$ cat config.mk
export PLATFORM = sky130hd
export DESIGN_NAME = burst_agc_err
export DESIGN_NICKNAME = d
export VERILOG_FILES = /design/src/rtl/agc_est_pkg.sv /design/src/rtl/burst_peak_tracker.sv /design/src/rtl/agc_error_calc.sv /design/src/rtl/pump_driver.sv /design/src/rtl/burst_agc_err.sv
export SDC_FILE = /design/constraint.sdc
export NUM_CORES = 1
export LEC_CHECK = 0
export BUFFER_PORTS_ARGS = -buffer_cell sky130_fd_sc_hd__buf_2
export CORE_MARGIN = 2
export CORE_UTILIZATION = 40
export CTS_CLUSTER_SIZE = 25
export DETAILED_ROUTE_END_ITERATION = 8
export SYNTH_ARGS = -nofsm -noshare
export SYNTH_HDL_FRONTEND = slang
export SYNTH_HIERARCHICAL = 1
export SYNTH_SLANG_ARGS = --single-unit
$ cat constraint.sdc
create_clock -name clk -period 5.3 [get_ports clk]
set_clock_uncertainty 0.05 [all_clocks]
set_input_delay 0.265 -clock clk [delete_from_list [all_inputs] [get_ports clk]]
set_output_delay 0.265 -clock clk [all_outputs]
set_load 0.01 [all_outputs]
$ cat src/rtl/agc_est_pkg.sv
package agc_est_pkg;

    localparam int SMP_W = 8;
    localparam int ERR_W = SMP_W + 2;

    typedef logic [SMP_W-1:0]        smp_t;
    typedef logic signed [ERR_W-1:0] err_t;

    // running burst envelope of one line
    typedef struct packed {
        smp_t hi;
        smp_t lo;
        logic seen;
    } env_t;

    typedef enum logic [1:0] {
        PUMP_IDLE  = 2'b00,
        PUMP_RAISE = 2'b01,
        PUMP_LOWER = 2'b10
    } pump_cmd_e;

    typedef struct packed {
        err_t      err;
        pump_cmd_e cmd;
    } verdict_t;

    // midpoint with a carry bit so a full-scale pair cannot wrap
    function automatic smp_t env_mid(smp_t a, smp_t b);
        logic [SMP_W:0] sum;
        sum = {1'b0, a} + {1'b0, b};
        return sum[SMP_W:1];
    endfunction

    function automatic err_t widen(smp_t v);
        return $signed({2'b00, v});
    endfunction

endpackage

$ cat src/rtl/burst_peak_tracker.sv
module burst_peak_tracker
    import agc_est_pkg::*;
(
    input  logic clk,
    input  logic rst,
    input  smp_t smp,
    input  logic gate,
    input  logic clr,
    input  logic line_start,
    output env_t env
);

    localparam smp_t LO_INIT = '1;
    localparam smp_t HI_INIT = '0;

    env_t env_q;

    always_ff @(posedge clk) begin
        if (rst || clr) begin
            env_q.hi   <= HI_INIT;
            env_q.lo   <= LO_INIT;
            env_q.seen <= 1'b0;
        end else if (gate) begin
            if (smp > env_q.hi) env_q.hi <= smp;
            if (smp < env_q.lo) env_q.lo <= smp;
            env_q.seen <= 1'b1;
        end else if (line_start) begin
            env_q.seen <= 1'b0;
        end
    end

    assign env = env_q;

endmodule

$ cat src/rtl/agc_error_calc.sv
module agc_error_calc
    import agc_est_pkg::*;
#(
    parameter int TIP_CODE  = 4,
    parameter int DEAD_BAND = 2
) (
    input  env_t     env,
    input  smp_t     target,
    output smp_t     blank,
    output verdict_t verdict
);

    localparam err_t TIP_E = err_t'(TIP_CODE);
    localparam err_t DB_P  = err_t'(DEAD_BAND);
    localparam err_t DB_N  = -err_t'(DEAD_BAND);

    err_t height;
    err_t raw_err;

    always_comb begin
        blank   = env_mid(env.lo, env.hi);
        height  = widen(blank) - TIP_E;
        raw_err = widen(target) - height;
        if (!env.seen) begin
            verdict.err = '0;
            verdict.cmd = PUMP_IDLE;
        end else begin
            verdict.err = raw_err;
            if (raw_err > DB_P)
                verdict.cmd = PUMP_RAISE;
            else if (raw_err < DB_N)
                verdict.cmd = PUMP_LOWER;
            else
                verdict.cmd = PUMP_IDLE;
        end
    end

endmodule

$ cat src/rtl/pump_driver.sv
module pump_driver
    import agc_est_pkg::*;
(
    input  logic     clk,
    input  logic     rst,
    input  logic     sync_in,
    input  verdict_t verdict,
    output logic     line_start,
    output err_t     line_err,
    output logic     pump_up,
    output logic     pump_dn
);

    logic      sync_d;
    err_t      err_q;
    pump_cmd_e cmd_q;

    assign line_start = sync_in && !sync_d;

    always_ff @(posedge clk) begin
        if (rst) begin
            sync_d <= 1'b0;
            err_q  <= '0;
            cmd_q  <= PUMP_IDLE;
        end else begin
            sync_d <= sync_in;
            if (line_start) begin
                err_q <= verdict.err;
                cmd_q <= verdict.cmd;
            end else if (!sync_in) begin
                cmd_q <= PUMP_IDLE;
            end
        end
    end

    assign line_err = err_q;
    assign pump_up  = (cmd_q == PUMP_RAISE);
    assign pump_dn  = (cmd_q == PUMP_LOWER);

endmodule

$ cat src/rtl/burst_agc_err.sv
module burst_agc_err
    import agc_est_pkg::*;
#(
    parameter int TIP_CODE  = 4,
    parameter int DEAD_BAND = 2
) (
    input  logic             clk,
    input  logic             rst,
    input  logic [SMP_W-1:0] vid_sample,
    input  logic             sync_in,
    input  logic             burst_gate,
    input  logic             line_clr,
    input  logic [SMP_W-1:0] target_height,
    output logic             pump_up,
    output logic             pump_dn,
    output logic [ERR_W-1:0] line_err
);

    env_t     env_q;
    smp_t     blank;
    verdict_t verdict;
    logic     line_start;
    err_t     err_o;

    burst_peak_tracker u_trk (
        .clk        (clk),
        .rst        (rst),
        .smp        (vid_sample),
        .gate       (burst_gate),
        .clr        (line_clr),
        .line_start (line_start),
        .env        (env_q)
    );

    agc_error_calc #(
        .TIP_CODE  (TIP_CODE),
        .DEAD_BAND (DEAD_BAND)
    ) u_calc (
        .env     (env_q),
        .target  (target_height),
        .blank   (blank),
        .verdict (verdict)
    );

    pump_driver u_pump (
        .clk        (clk),
        .rst        (rst),
        .sync_in    (sync_in),
        .verdict    (verdict),
        .line_start (line_start),
        .line_err   (err_o),
        .pump_up    (pump_up),
        .pump_dn    (pump_dn)
    );

    assign line_err = err_o;

endmodule

==> results.py <==
metrics = {
    "power_and_ir_drop": {
        "power_per_cell_area_nw_per_um2": 240,
        "p_leak_nw": 1.25,
        "vdd_ir_drop_max_mv": 0.111,
        "total_power_mw": 0.682,
    },
    "hold_path": {
        "holdCritStartpoint": "vid_sample[4]",
        "hp-class": "input port to register",
    },
    "worst_setup_path": {
        "worst-setup-path-type": "register to register",
        "critPathLaunchType": "register",
        "timing.critical_path.fanout_max": 4,
        "timing.critical_path.to_type": "register",
        "startpoint_of_the_most_critical_register_to_register_path": "u_trk/env[1]$_SDFFE_PP1P_",
        "critPathLaunch": "u_trk/env[1]$_SDFFE_PP1P_",
        "timing.critical_path.required_ns": 5.42,
        "crit_arrival_ns": 4.09,
    },
    "floorplan": {
        "rows": 29,
        "placeableCoreArea_um2": 6280,
        "initial_utilization_pct": 40.8,
        "top_level_ports": 33,
        "floorplan.die.height_um": 84.1,
        "die_area_um2": 7070,
        "die_width_um": 84.1,
    },
    "drt": {
        "wl_met1_um": 2610,
        "drt.antenna.violating_nets": 0,
        "wl_um": 5550,
        "drc": 0,
        "route.vias.total": 2138,
        "dr_wl_met3_um": 162,
        "detailroute.wirelength.met2_um": 2750,
        "drt-pass1-iter-count": 4,
        "viasPerCell": 5.28,
        "route.top_layer_used": "met4",
        "drt-wirelength-per-cell_um": 13.7,
        "detailedRoute.firstIterationViolations": 79,
    },
    "clocking": {
        "cts_buffers": 5,
        "cts-resized-gates": 0,
        "clock_sinks": 30,
        "post_cts.repair.setup_buffers": 0,
        "tritoncts": "yes",
        "cts.htree.levels": 2,
        "clock_tree.buffer_depth": 2,
        "clk-insertion-delay-late_ns": 0.28,
        "clock_tree.root_cell": "clkbuf_8",
        "clk_transition_reported_paths_ns": 0.07,
        "cts.hold.buffers_added": 0,
    },
    "finish": {
        "stdcell_area_um2": 2840,
        "diodes": 0,
        "final_core_util_pct": 45.2,
        "layout-drive-gt1-share_pct": 18.0,
        "final_nets": 380,
        "area.growth.synth_to_final_pct": 10.8,
        "instances_no_fill": 405,
    },
    "yosys": {
        "postSynthNetCount": 351,
        "avgSynthCellArea_um2": 8.60,
        "synth.cell_area_um2": 2560,
        "post_synth_inst_count": 298,
        "yosys_warnings": 6,
    },
    "global_route": {
        "grt_pass1_wl_um": 9340,
        "global_route.usage.total_pct": 16.2,
        "grt_start_max_net_pins": 40,
        "global_route.overflow_total": 0,
        "vias_in_the_first_global_route": 2032,
        "antenna_found_initial": 0,
    },
    "sta": {
        "final_period_minus_worst_setup_slack_ns": 3.97,
        "final-max-slew-violation-count": 0,
        "setup_violations": 0,
        "fmax_ghz": 0.252,
        "timing.final.crit_share_pct": 74.8,
        "finalHoldViolCount": 0,
        "timing.final.ws_setup_ns": 1.33,
        "worstMarginPinSlew_ns": 0.945,
        "grt_setup_unrepaired": "false",
        "timing.setup.tns_ns": 0,
        "slew_margin_rel_pct": 36.8,
        "fin_worst_hold_slack_ns": 0.222,
    },
    "placed_design": {
        "postPlaceCellArea_um2": 2750,
        "io_buffers": 32,
        "dp_hpwl_um": 4350,
        "gpl.final_weighted_congestion": 0.823,
        "place_inst": 397,
        "place_ws_ns": 1.36,
    },
    "job": {
        "max-cap-violations": 0,
    },
    "run_status": {
        "status": "finished clean",
    },
}
-- path summary, 6_finish.rpt --
kind / endpoint / slack, ns / cells past startpoint
hold reg to reg: u_pump/line_err[3]$_SDFFE_PP0P_ / 0.42 / 2
setup reg to reg: u_pump/cmd_q[0]$_SDFFE_PP0P_ / 1.33 / 16
hold / removal: u_trk/env[13]$_SDFFE_PP0P_ / 0.22 / 3
setup / recovery: u_pump/cmd_q[0]$_SDFFE_PP0P_ / 1.33 / 16
-- critical path, cell delays in order (launching register included) --
cell and delay [ns]:
dfxtp_1 0.33, and2_1 0.17, fa_1 0.43, a21o_1 0.18
a211oi_1 0.26, a21oi_1 0.12, a311oi_2 0.37, a21oi_1 0.09
ha_1 0.34, nor3b_1 0.35, nor3_1 0.11, o21bai_1 0.15
a21oi_1 0.11, xnor2_1 0.15, o41a_2 0.49, mux2i_1 0.13
nor2_1 0.05
-- flip-flops by register name, summed over array words and instances (netlist names) --
name,cells
u_trk/env,17
u_pump/line_err,10
u_pump/cmd_q,2
u_pump/sync_d,1
-- cell usage in the layout, fill, tap and decap left out, types with 3 or more instances in the layout --
master,count
a21oi_1,12
nand4_1,4
nor2b_1,6
dfxtp_1,30
nor3b_1,3
o21ai_2,9
nand2_1,19
inv_1,24
o21bai_1,3
nand2b_1,13
buf_2,32
xnor2_1,8
o21ai_0,11
and2_1,7
clkbuf_8,6
nor2_1,16
xor2_1,5
nor3_1,23
o21a_1,3
nand4bb_1,10
mux2i_1,18
ha_1,30
a211oi_1,3
-- metal layers --
| layer | GRT usage [%] | vias up |
|---|---|---|
| met5 | 0 | - |
| met2 | 28.8 | 32 |
| li1 | - | 1124 |
| met1 | 20.3 | 978 |
| met3 | 2.87 | 4 |
| met4 | 3.52 | 0 |
-- report_power, final --
group          total, mW  internal, mW  switching, mW
logic              0.246         0.102          0.144
clock network      0.196         0.104         0.0915
registers          0.241         0.233        0.00764
total              0.682         0.440          0.243
-- area by class of cell --
class | count | area, um2
clock buffer | 6 | 82.6
inverter | 24 | 90.1
clock inverter | 2 | 12.5
timing repair buffer | 32 | 160
tap | 77 | 96.3
multi-input combinational | 234 | 1800
fill | 647 | 3440
sequential | 30 | 601
No activity file was read; power rests on OpenSTA's default activity.
